## config.mk

```make
export PLATFORM = sky130hd
export DESIGN_NAME = bidir_coldrv
export DESIGN_NICKNAME = d
export VERILOG_FILES = /design/src/rtl/drvcol_pkg.sv /design/src/rtl/drvcol_lane.sv /design/src/rtl/drvcol_chain.sv /design/src/rtl/drvcol_latch.sv /design/src/rtl/drvcol_gate.sv /design/src/rtl/bidir_coldrv.sv
export SDC_FILE = /design/constraint.sdc
export NUM_CORES = 1
export LEC_CHECK = 0
export BUFFER_PORTS_ARGS = -buffer_cell sky130_fd_sc_hd__buf_2
export CAP_MARGIN = 30
export CORE_ASPECT_RATIO = 1.2
export CORE_MARGIN = 2
export CORE_UTILIZATION = 34
export DETAILED_ROUTE_END_ITERATION = 8
export PLACE_DENSITY = 0.56
export SLEW_MARGIN = 10
export SYNTH_ARGS = -nofsm -noshare
export SYNTH_HDL_FRONTEND = slang
export SYNTH_SLANG_ARGS = --single-unit
```

## constraint.sdc

```tcl
create_clock -name clk -period 1.5 [get_ports clk]
set_input_delay 0 -clock clk [delete_from_list [all_inputs] [get_ports clk]]
set_output_delay 0 -clock clk [all_outputs]
set_load 0.01 [all_outputs]
```

## src/rtl/drvcol_pkg.sv

```systemverilog
package drvcol_pkg;

  typedef enum logic {
    SHIFT_LEFT  = 1'b0,
    SHIFT_RIGHT = 1'b1
  } shift_dir_e;

  // Driver level for one column: blank overrides, else latch with optional inversion.
  function automatic logic gate_level(input logic lat_bit, input logic blank,
                                      input logic pol_n);
    if (blank) return pol_n;
    return lat_bit ^ ~pol_n;
  endfunction

endpackage

```

## src/rtl/drvcol_lane.sv

```systemverilog
module drvcol_lane #(
  parameter int DEPTH = 16
) (
  input  logic             clk,
  input  logic             rst,
  input  logic             dir_right,
  input  logic             head_in,
  input  logic             tail_in,
  output logic [DEPTH-1:0] q
);
  import drvcol_pkg::*;

  shift_dir_e dir;
  assign dir = shift_dir_e'(dir_right);

  always_ff @(posedge clk) begin
    if (rst) begin
      q <= '0;
    end else if (dir == SHIFT_RIGHT) begin
      q <= {q[DEPTH-2:0], head_in};
    end else begin
      q <= {tail_in, q[DEPTH-1:1]};
    end
  end

  // right shift loads the head and advances toward the tail
  a_r2_head_entry: assert property (@(posedge clk) disable iff (rst)
    dir_right |=> q[0] == $past(head_in));
  a_r2_advance: assert property (@(posedge clk) disable iff (rst)
    dir_right |=> q[DEPTH-1:1] == $past(q[DEPTH-2:0]));
  // left shift loads the tail and advances toward the head
  a_r3_tail_entry: assert property (@(posedge clk) disable iff (rst)
    !dir_right |=> q[DEPTH-1] == $past(tail_in));
  a_r3_advance: assert property (@(posedge clk) disable iff (rst)
    !dir_right |=> q[DEPTH-2:0] == $past(q[DEPTH-1:1]));

endmodule

```

## src/rtl/drvcol_chain.sv

```systemverilog
module drvcol_chain #(
  parameter int LANES = 4,
  parameter int DEPTH = 16,
  localparam int STAGES = LANES * DEPTH
) (
  input  logic              clk,
  input  logic              rst,
  input  logic              dir_right,
  input  logic [LANES-1:0]  a_in,
  input  logic [LANES-1:0]  b_in,
  output logic [LANES-1:0]  a_out,
  output logic [LANES-1:0]  b_out,
  output logic [STAGES-1:0] stages
);
  logic [DEPTH-1:0] lane_q [LANES];

  for (genvar k = 0; k < LANES; k++) begin : g_lane
    drvcol_lane #(.DEPTH(DEPTH)) u_lane (
      .clk       (clk),
      .rst       (rst),
      .dir_right (dir_right),
      .head_in   (a_in[k]),
      .tail_in   (b_in[k]),
      .q         (lane_q[k])
    );
    assign a_out[k] = lane_q[k][0];
    assign b_out[k] = lane_q[k][DEPTH-1];
    // Interleave: stage index p*LANES+k (0-based) lives in lane k position p.
    for (genvar p = 0; p < DEPTH; p++) begin : g_pos
      assign stages[p*LANES + k] = lane_q[k][p];
    end
  end

endmodule

```

## src/rtl/drvcol_latch.sv

```systemverilog
module drvcol_latch #(
  parameter int W = 64
) (
  input  logic         clk,
  input  logic         rst,
  input  logic         latch_en,
  input  logic [W-1:0] d,
  output logic [W-1:0] q
);

  always_ff @(posedge clk) begin
    if (rst)           q <= '0;
    else if (latch_en) q <= d;
  end

  // capture of pre-shift chain, hold otherwise
  a_r5_capture: assert property (@(posedge clk) disable iff (rst)
    latch_en |=> q == $past(d));
  a_r5_hold: assert property (@(posedge clk) disable iff (rst)
    !latch_en |=> $stable(q));

endmodule

```

## src/rtl/drvcol_gate.sv

```systemverilog
module drvcol_gate #(
  parameter int W = 64
) (
  input  logic         clk,
  input  logic         rst,
  input  logic         blank,
  input  logic         pol_n,
  input  logic [W-1:0] lat,
  output logic [W-1:0] drv
);
  import drvcol_pkg::*;

  logic [W-1:0] drv_d;

  for (genvar i = 0; i < W; i++) begin : g_col
    assign drv_d[i] = gate_level(lat[i], blank, pol_n);
  end

  always_ff @(posedge clk) begin
    if (rst) drv <= '0;
    else     drv <= drv_d;
  end

  // blank forces one common level equal to the polarity pin
  a_r6_blank_level: assert property (@(posedge clk) disable iff (rst)
    blank |=> (drv == {W{$past(pol_n)}}));
  // unblanked output tracks the latch, inverted when pol_n is low
  a_r7_follow: assert property (@(posedge clk) disable iff (rst)
    !blank |=> (drv == ($past(lat) ^ {W{!$past(pol_n)}})));

endmodule

```

## src/rtl/bidir_coldrv.sv

```systemverilog
module bidir_coldrv #(
  parameter int LANES = 4,
  parameter int DEPTH = 16,
  localparam int W = LANES * DEPTH
) (
  input  logic             clk,
  input  logic             rst,
  input  logic             dir_right,
  input  logic             latch_en,
  input  logic             blank,
  input  logic             pol_n,
  input  logic [LANES-1:0] a_in,
  output logic [LANES-1:0] a_out,
  output logic             a_oe,
  input  logic [LANES-1:0] b_in,
  output logic [LANES-1:0] b_out,
  output logic             b_oe,
  output logic [W-1:0]     drv_out
);

  logic [W-1:0] chain_q;
  logic [W-1:0] latch_q;

  assign a_oe = ~dir_right;
  assign b_oe = dir_right;

  drvcol_chain #(.LANES(LANES), .DEPTH(DEPTH)) u_chain (
    .clk       (clk),
    .rst       (rst),
    .dir_right (dir_right),
    .a_in      (a_in),
    .b_in      (b_in),
    .a_out     (a_out),
    .b_out     (b_out),
    .stages    (chain_q)
  );

  drvcol_latch #(.W(W)) u_latch (
    .clk      (clk),
    .rst      (rst),
    .latch_en (latch_en),
    .d        (chain_q),
    .q        (latch_q)
  );

  drvcol_gate #(.W(W)) u_gate (
    .clk   (clk),
    .rst   (rst),
    .blank (blank),
    .pol_n (pol_n),
    .lat   (latch_q),
    .drv   (drv_out)
  );

  // reset clears outputs and chain ends
  a_r1_reset_clear: assert property (@(posedge clk)
    rst |=> (drv_out == '0) && (a_out == '0) && (b_out == '0));
  // exactly one side drives
  always_comb begin
    a_r4_one_side: assert ($onehot({a_oe, b_oe}) || $isunknown(dir_right));
  end

endmodule

```

==> results of run 1 <==
## worst paths after layout
| check | start | to | cells after the start |
|---|---|---|---|
| worst max register to register | u_latch.q[9] | u_gate.drv[9] | 2 |
| worst min-delay path | dir_right | u_chain.g_lane[3].u_lane.q[14] | 3 |
| worst max-delay path | latch_en | u_latch.q[18] | 5 |
| worst min register to register | u_latch.q[52] | u_latch.q[52] | 2 |
## Yosys cell counts (all sizes together)
| cell | instances |
|---|---|
| mux2i | 192 |
| dfxtp | 192 |
| buf | 53 |
| or2 | 1 |
| inv | 1 |
| clkbuf | 5 |
| nor2 | 192 |
| nand2b | 1 |
## worst max-delay path, cell delays in order
cell	delay, ns
dlygate4sd3_1	0.53
buf_4	0.20
buf_12	0.25
mux2i_1	0.24
nor2_1	0.06
## sequential cells by signal, indices dropped and copies added, names as in the netlist
| name | flops |
|---|---|
| u_chain.g_lane.u_lane.q | 64 |
| u_gate.drv | 64 |
| u_latch.q | 64 |
## metal layers
metal	wire [um]	track usage
met5	0	0
met4	250	0.0560
met3	417	0.0306
met2	7220	0.241
met1	6170	0.154
## final cells by class
class / count / area, um^2 / share of cell area
multi-input combinational: 386 / 2660 / 0.328
timing repair buffer: 104 / 668 / 0.0825
clock buffer: 21 / 460 / 0.0568
tap: 265 / 332 / 0.0409
sequential: 192 / 3840 / 0.474
clock inverter: 11 / 138 / 0.0170
inverter: 1 / 3.75 / 0.000463
## through the flow
step	total power [mW]	util
after floorplan	5.98	-
after CTS	10.8	0.403
final	10.6	0.403
after detailed placement	6.19	0.369
after global placement	6.18	0.369
after global routing	11.0	0.403
## cells by family (layout without fill, tap and decap cells)
kind of cell  Yosys count  in the layout  share of synthesized area
flops                 192            192                      0.553
mux                   192            192                      0.277
buf+inv                59            137                     0.0643
simple gates          194            194                      0.106
## power groups by stage
| stage | Clock, mW | Sequential (mW) | Combinational [mW] |
|---|---|---|---|
| finish | 4.56 | 5.31 | 0.774 |
| global route | 4.88 | 5.32 | 0.844 |
| floorplan | 0 | 5.48 | 0.504 |
| global placement | 0 | 5.43 | 0.754 |
| detailed placement | 0 | 5.42 | 0.766 |
| CTS | 4.66 | 5.31 | 0.787 |
==> impl_results.md, run 1 <==
* Outcome: complete, no violations
* First-pass GRT wire length at 23.0 mm
* Startpoint Class: input port
* N_diodes at 0
* Vias in the first global route at 4585
* Final slew viol count at 0
* Setup slack after layout at 0.474 ns
* Fin area at between 0.008 and 0.009 mm^2
* Placed inst area at around 0.0074 mm^2
* Final hold slack at 0.0636 ns
* Remaining DRCs at 0
* Slew @ Worst Pin at 0.689 ns
* Post-CTS sizing at 0
* Cell taking the most area after synthesis: dfxtp_1
* Postcts setup bufs at 0
* # rows at 57
* Routed Antenna Nets at 0
* Fmax at between 900 and 1000 MHz
* Setup_tns at 0 ns
* Seq pwr share at 0.499
* Pre-CTS WS at 0.382 ns
* Leak at about 3.9 nW
* Worst slew margin at 0.540
* Share of the synthesized area in the top cell type at 0.553
* Bufs on Longest Clock Path at 2
* Period utilization at 0.684
* Critical Path Sink Type: flop
* Gate Count Post-Synth at between 600 and 700
* Synth area leaders: dfxtp_1, mux2i_1, nor2_1
* RSZ-0062 raised after global routing: no
* Crit Path Max Fanout at 30
* Mapped Nets at 651
* Area delta synth->final at 16.7%
* CTS tree: built
* Power share of the clock group at 0.428
* Fill cells at 2019
* Syn Std Cell Area at between 0.006 and 0.007 mm^2
* Register area share after synthesis at 0.553
* Pwr Density at ~1300 mW/mm^2
* All-Layer GR Usage at 0.135
* Fin crit period at 1.03 ns
* Worst Hold Class: input port to flop
* Hold Violations, Final at 0
* Wire per inst at 14.3 um
* Syn avg cell area at 10.9 um^2
* Die width at 134 um
* Via count at 4372
* First-pass DRT Iterations at 5
* Gp weighted congestion at 0.699
* Fraction of layout cells with a size suffix above 1 at 0.179
* Largest net degree at the start of global routing at 129
* Starting density of the core at 0.345
* Worst Path Required at 1.79 ns
* Total clock sinks at 192
* Max-cap violation count at 0
* CTS HTree Levels at 4
* Int Power at a little over 8 mW
* Worst Path Arrival at 1.31 ns
* Skew-Pair Late Insertion Delay at 0.43 ns
* Final setup violating endpoints at 0
* Switching share of power at 0.222
* Critical path class: input port to flop
* 1st-iter DRT viols at 234
* Netlist cell types at 12
* Number of synthesized register bits at between 150 and 200
* Combinational share of power at 0.073
* Fin cells at 980
* Reg-to-reg setup timing slack at roughly 0.73 ns
* Die H at 161 um
* Clock transition at path regs at 0.06 ns
* I/O pin count at 88
* Clock Tree Root: clkbuf_16
* Overflow after GRT at 0
* Core area at 0.0201 mm^2
* Synth warn at 0
* CTS buffer count at 17
* Switching pwr at 2.36 mW
* Most frequent cells in the layout: nor2_1, mux2i_1, dfxtp_1
* Number of I/O port buffers at 87
* Via/cell ratio at 4.46
* Final Skew at between 0.007 and 0.008 ns
* Final wirelength at approximately 14 mm
* Worst IR Drop VDD at just over 800 uV
* Cts hold-fix bufs at 9
* Placed wire-length estimate at ~8.8 mm
* Nets@finish at 716
* Initial antenna violation count at 0
* DP Cell Count at 939
* Die area at 0.0216 mm^2
(Power assumes the default switching activity.)
==> run 2, diff against run 1 <==
--- a/config.mk
+++ b/config.mk
@@ -11,7 +11,7 @@
 export CORE_MARGIN = 2
 export CORE_UTILIZATION = 34
 export DETAILED_ROUTE_END_ITERATION = 8
-export PLACE_DENSITY = 0.56
+export PLACE_DENSITY = 0.57
 export SLEW_MARGIN = 10
 export SYNTH_ARGS = -nofsm -noshare
 export SYNTH_HDL_FRONTEND = slang
==> constraint.sdc (replaced) <==
create_clock -name clk -period 0.94 [get_ports clk]
set_input_delay 0 -clock clk [delete_from_list [all_inputs] [get_ports clk]]
set_output_delay 0 -clock clk [all_outputs]
set_load 0.01 [all_outputs]
==> run 2 against run 1 <==
  * Via count rose by 1.1%
  * Largest cell class unchanged
  * Cell area up 0.86%
  * Sequential share of layout area down 0.27 points
  * Largest power group unchanged
  * Worst hold slack better by 0.038 ns
  * Core utilization is 0.35 points higher
  * Routed wire length is 0.22% lower
==> impl_results.md, run 2 (same netlist as run 1, synthesis figures left out) <==
* Leak at between 3 and 4 nW
* Die area at 0.0216 mm^2
* Placed wire-length estimate at 8.93 mm
* Via count at 4418
* Critical path class: flop to output pin
* Die width at 134 um
* Setup slack after layout at approximately 0.033 ns
* CTS buffer count at 17
* Pwr Density at 2050 mW/mm^2
* N_diodes at 0
* Area delta synth->final at 17.7%
* Fin crit period at 0.907 ns
* Skew-Pair Late Insertion Delay at 0.43 ns
* Number of I/O port buffers at 87
* Critical Path Sink Type: output pin
* DP Cell Count at 941
* Starting density of the core at 0.345
* Nets@finish at ~720
* RSZ-0062 raised after global routing: no
* Setup_tns at 0 ns
* All-Layer GR Usage at 0.134
* Wire per inst at 14.3 um
* Worst Path Required at 0.94 ns
* Switching share of power at 0.225
* Crit Path Max Fanout at 3
* Clock transition at path regs at 0.06 ns
* I/O pin count at a little under 90
* Seq pwr share at 0.505
* Fmax at 1100 MHz
* Final wirelength at 14.0 mm
* Period utilization at 0.965
* Most frequent cells in the layout: nor2_1, mux2i_1, dfxtp_1
* Crit path buf inv count at 1
* Switching pwr at 3.77 mW
* # rows at between 50 and 60
* Startpoint Class: flop
* Core area at 0.0201 mm^2
* Fraction of layout cells with a size suffix above 1 at 0.195
* Via/cell ratio at 4.49
* Largest net degree at the start of global routing at 129
* Final setup violating endpoints at 0
* Final hold slack at 0.101 ns
* Fin area at between 0.008 and 0.009 mm^2
* Int Power at 13.0 mW
* Worst slew margin at 0.622
* Hold Path Stages at 4
* Worst R2R Path Depth at 3
* Clock Tree Root: clkbuf_16
* Power share of the clock group at 0.419
* Slowest-stage cell, CP: dfxtp_2
* Remaining DRCs at 0
* Placed inst area at 0.00748 mm^2
* Slowest cell delay on critical path at roughly 0.35 ns
* Hold Violations, Final at 0
* CTS tree: built
* CTS HTree Levels at 4
* Top Registers: u_chain.g_lane.u_lane.q: 64 flops, u_gate.drv: 64 flops, u_latch.q: 64 flops
* Die H at 161 um
* Final Skew at 0.00788 ns
* Gp weighted congestion at around 0.73
* First-pass GRT wire length at 22.6 mm
* Overflow after GRT at 0
* Fin cells at roughly 980
* Combinational share of power at 0.076
* Worst Path Arrival at 0.91 ns
* Max-cap violation count at 0
* Crit-path cells: buf_2
* Worst Hold Class: input port to flop
* Total clock sinks at between 150 and 200
* Levels on crit path at 1
* Final slew viol count at 0
* Vias in the first global route at ~4500
* Initial antenna violation count at 0
* Routed Antenna Nets at 0
* Worst IR Drop VDD at 1330 uV
* Bufs on Longest Clock Path at 2
* Slew @ Worst Pin at about 0.57 ns
* Pre-CTS WS at 0.0151 ns
* First-pass DRT Iterations at 4
* Crit path max-delay family: flip-flops
* 1st-iter DRT viols at 242
* Outcome: complete, no violations
==> run 2: final timing paths <==
| check | startpoint | end | slack (ns) |
|---|---|---|---|
| worst min register to register | u_latch.q[30] | u_latch.q[30] | 0.50 |
| worst min-delay path | pol_n | u_gate.drv[5] | 0.10 |
| worst max-delay path | u_chain.g_lane[0].u_lane.q[0] | a_out[0] | 0.03 |
| worst max register to register | u_chain.g_lane[0].u_lane.q[15] | u_latch.q[60] | 0.18 |
==> run 2: power by group through the flow <==
stage / Combinational, mW / Sequential, mW / Clock [mW]
2_1_floorplan: 0.804 / 8.74 / 0
3_3_place_gp: 1.24 / 8.67 / 0
3_5_place_dp: 1.26 / 8.66 / 0
4_1_cts: 1.30 / 8.48 / 7.21
5_1_grt: 1.38 / 8.49 / 7.48
6_report: 1.27 / 8.47 / 7.02
==> run 2: area by class of cell <==
type                            instances  area, um^2
Tap cell                              265         332
Timing Repair Buffer                  107         751
Clock buffer                           22         464
Inverter                                1        3.75
Fill cell                            1989       11900
Sequential cell                       192        3850
Clock inverter                         10         110
Multi-Input combinational cell        386        2660
==> run 2: layer usage <==
layer	share of wire	GRT usage	up-vias
li1	-	-	2223
met1	0.43	0.148	2114
met2	0.52	0.241	63
met3	0.029	0.0290	18
met4	0.022	0.0636	0
met5	0	0	-
==> run 2: per-stage QoR <==
step	total power, mW	utilization
3_5_place_dp	9.92	0.372
3_3_place_gp	9.91	0.372
6_report	16.8	0.406
4_1_cts	17.0	0.406
2_1_floorplan	9.54	-
5_1_grt	17.4	0.406
==> run 2: repair_timing <==
action,4_1_cts,5_1_grt
hold endpoints to repair,8,0
setup buffers,1,1
pin swaps,0,0
resized for setup,10,1
setup endpoints to repair,9,2
hold buffers,8,0
==> run 3, diff against run 2 <==
--- a/config.mk
+++ b/config.mk
@@ -7,11 +7,13 @@
 export LEC_CHECK = 0
 export BUFFER_PORTS_ARGS = -buffer_cell sky130_fd_sc_hd__buf_2
 export CAP_MARGIN = 30
+export CELL_PAD_IN_SITES_DETAIL_PLACEMENT = 2
+export CELL_PAD_IN_SITES_GLOBAL_PLACEMENT = 2
 export CORE_ASPECT_RATIO = 1.2
 export CORE_MARGIN = 2
 export CORE_UTILIZATION = 34
 export DETAILED_ROUTE_END_ITERATION = 8
-export PLACE_DENSITY = 0.57
+export PLACE_DENSITY = 0.79
 export SLEW_MARGIN = 10
 export SYNTH_ARGS = -nofsm -noshare
 export SYNTH_HDL_FRONTEND = slang
==> run 3 against run 2 <==
  * First-iteration DRC count is 1.7% lower
  * Cell area is 1.4% higher
  * Combinational power is 6% higher
  * Die area stayed put
  * Routed wire length is 19% higher
  * Final cell count is 0.71% higher
  * Non-clock buffer count is 7 higher
  * Maximum frequency hardly changed
==> impl_results.md, run 3 (same netlist as run 1, synthesis figures left out) <==
* Crit path buf inv count at 1
* Reg2reg end: u_latch.q[1]
* Setup slack after layout at 0.0337 ns
* Area delta synth->final at 19.3%
* Startpoint Class: flop
* Seq pwr share at 0.493
* Wire per inst at 16.8 um
* Routed Antenna Nets at 0
* 1st-iter DRT viols at 238
* Worst IR Drop VDD at 927 uV
* Pre-CTS WS at -0.0114 ns
* Period utilization at 0.964
* Critical path class: flop to output pin
* Critical Path Sink Type: output pin
* Gp weighted congestion at 0.701
* Die width at 134 um
* Fin crit period at 0.906 ns
* First-pass GRT wire length at about 28 mm
* Worst Path Arrival at 0.91 ns
* Final slew viol count at 0
* Int Power at 13.0 mW
* Hold Path Stages at 3
* Reg-to-reg setup timing slack at around 0.14 ns
* # rows at 57
* Fin area at 0.00829 mm^2
* Switching share of power at 0.245
* Leak at just under 4 nW
* Pwr Density at 2070 mW/mm^2
* Worst slew margin at 0.621
* Worst Path Required at between 0.9 and 1 ns
* Slowest-stage cell, CP: dfxtp_2
* Overall power at 17.2 mW
* Nets@finish at 726
* I/O pin count at just under 90
* All-Layer GR Usage at 0.162
* Bufs on Longest Clock Path at 2
* Worst Hold Class: input port to flop
* Via/cell ratio at 4.61
* Slew @ Worst Pin at 0.569 ns
* Vias in the first global route at 5177
* Hold Startpoint: rst
* Max-cap violation count at 0
* Crit-path cells: buf_2
* Power share of the clock group at 0.429
* Reg2reg start: u_chain.g_lane[1].u_lane.q[0]
* Overflow after GRT at 0
* Die H at 161 um
* CTS buffer count at 17
* Fraction of layout cells with a size suffix above 1 at 0.210
* Crit path max-delay family: flip-flops
* Outcome: complete, no violations
* CTS HTree Levels at 4
* Hold Violations, Final at 0
* First-pass DRT Iterations at 4
* Slowest cell delay on critical path at 0.34 ns
* Top Registers: u_chain.g_lane.u_lane.q: 64 flops, u_gate.drv: 64 flops, u_latch.q: 64 flops
* Setup_tns at 0 ns
* Starting density of the core at 0.345
* Skew-Pair Late Insertion Delay at 0.44 ns
* Fill cells at approximately 2100
* Core area at 0.0201 mm^2
* Remaining DRCs at 0
* Clock Tree Root: clkbuf_16
* Final wirelength at 16.7 mm
* Placed wire-length estimate at 10.6 mm
* Crit Path Max Fanout at 2
* Initial antenna violation count at 0
* Total clock sinks at 192
* Final Skew at 0.00992 ns
* Worst R2R Path Depth at 3
* N_diodes at 0
* Switching pwr at 4.21 mW
* Clock transition at path regs at 0.07 ns
* Most frequent cells in the layout: nor2_1, mux2i_1, dfxtp_1
* Die area at 0.0216 mm^2
* Final hold slack at 0.0922 ns
* Placed inst area at 0.00751 mm^2
* Combinational share of power at 0.078
* Hold Path Sink: u_latch.q[4]
* Number of I/O port buffers at 87
* CTS tree: built
* Largest net degree at the start of global routing at 129
* Final setup violating endpoints at 0
* Via count at 4562
* RSZ-0062 raised after global routing: no
* Fmax at ~1100 MHz
-- run 3: routing by layer --
| metal | wire (um) | up-vias | track usage |
|---|---|---|---|
| met2 | 8940 | 60 | 0.300 |
| met4 | 353 | 0 | 0.0689 |
| met3 | 360 | 21 | 0.0287 |
| met5 | 0 | - | 0 |
| li1 | - | 2230 | - |
| met1 | 7020 | 2251 | 0.181 |
-- run 3: cell type report --
type                    instances  area, um^2  share of cell area
repair buffers                114         841               0.101
multi-input cells             386        2660               0.321
well taps                     265         332              0.0400
inverters                       1        3.75            0.000453
clock buffers                  17         425              0.0513
clock inverters                15         170              0.0205
flip-flops and latches        192        3860               0.466
-- run 3: worst max path at each step --
stage                                    from             end  slack (ns)  depth (start not counted)
6_report       u_chain.g_lane[0].u_lane.q[15]        b_out[0]        0.03                          1
5_1_grt         u_chain.g_lane[1].u_lane.q[0]        a_out[1]      0.0007                          1
4_1_cts         u_chain.g_lane[1].u_lane.q[0]        a_out[1]      -0.001                          1
3_5_place_dp                            pol_n  u_gate.drv[29]       -0.01                          4
3_3_place_gp                            pol_n  u_gate.drv[44]        0.08                          4
2_1_floorplan                        latch_en   u_latch.q[10]        0.25                          4
-- run 3: repair_timing --
action / CTS / global route
buffers inserted: 5 / 2
gates resized for setup: 12 / 7
endpoints found under the hold margin: 8 / 0
hold buffers: 8 / 0
setup endpoints to repair: 9 / 8
-- run 3: through the flow --
| stage | instances | utilization |
|---|---|---|
| 6_report | 990 | 0.412 |
| 3_5_place_dp | 943 | 0.373 |
| 5_1_grt | 990 | 0.412 |
| 2_1_floorplan | 637 | - |
| 3_3_place_gp | 943 | 0.373 |
| 4_1_cts | 988 | 0.410 |
-- run 3: power groups by stage --
stage                     sequential (mW)  combinational [mW]  clock [mW]
after floorplan                      8.74               0.804           0
after global placement               8.65                1.26           0
after detailed placement             8.65                1.30           0
after CTS                            8.47                1.36        7.54
after global routing                 8.49                1.47        7.92
final                                8.46                1.35        7.37
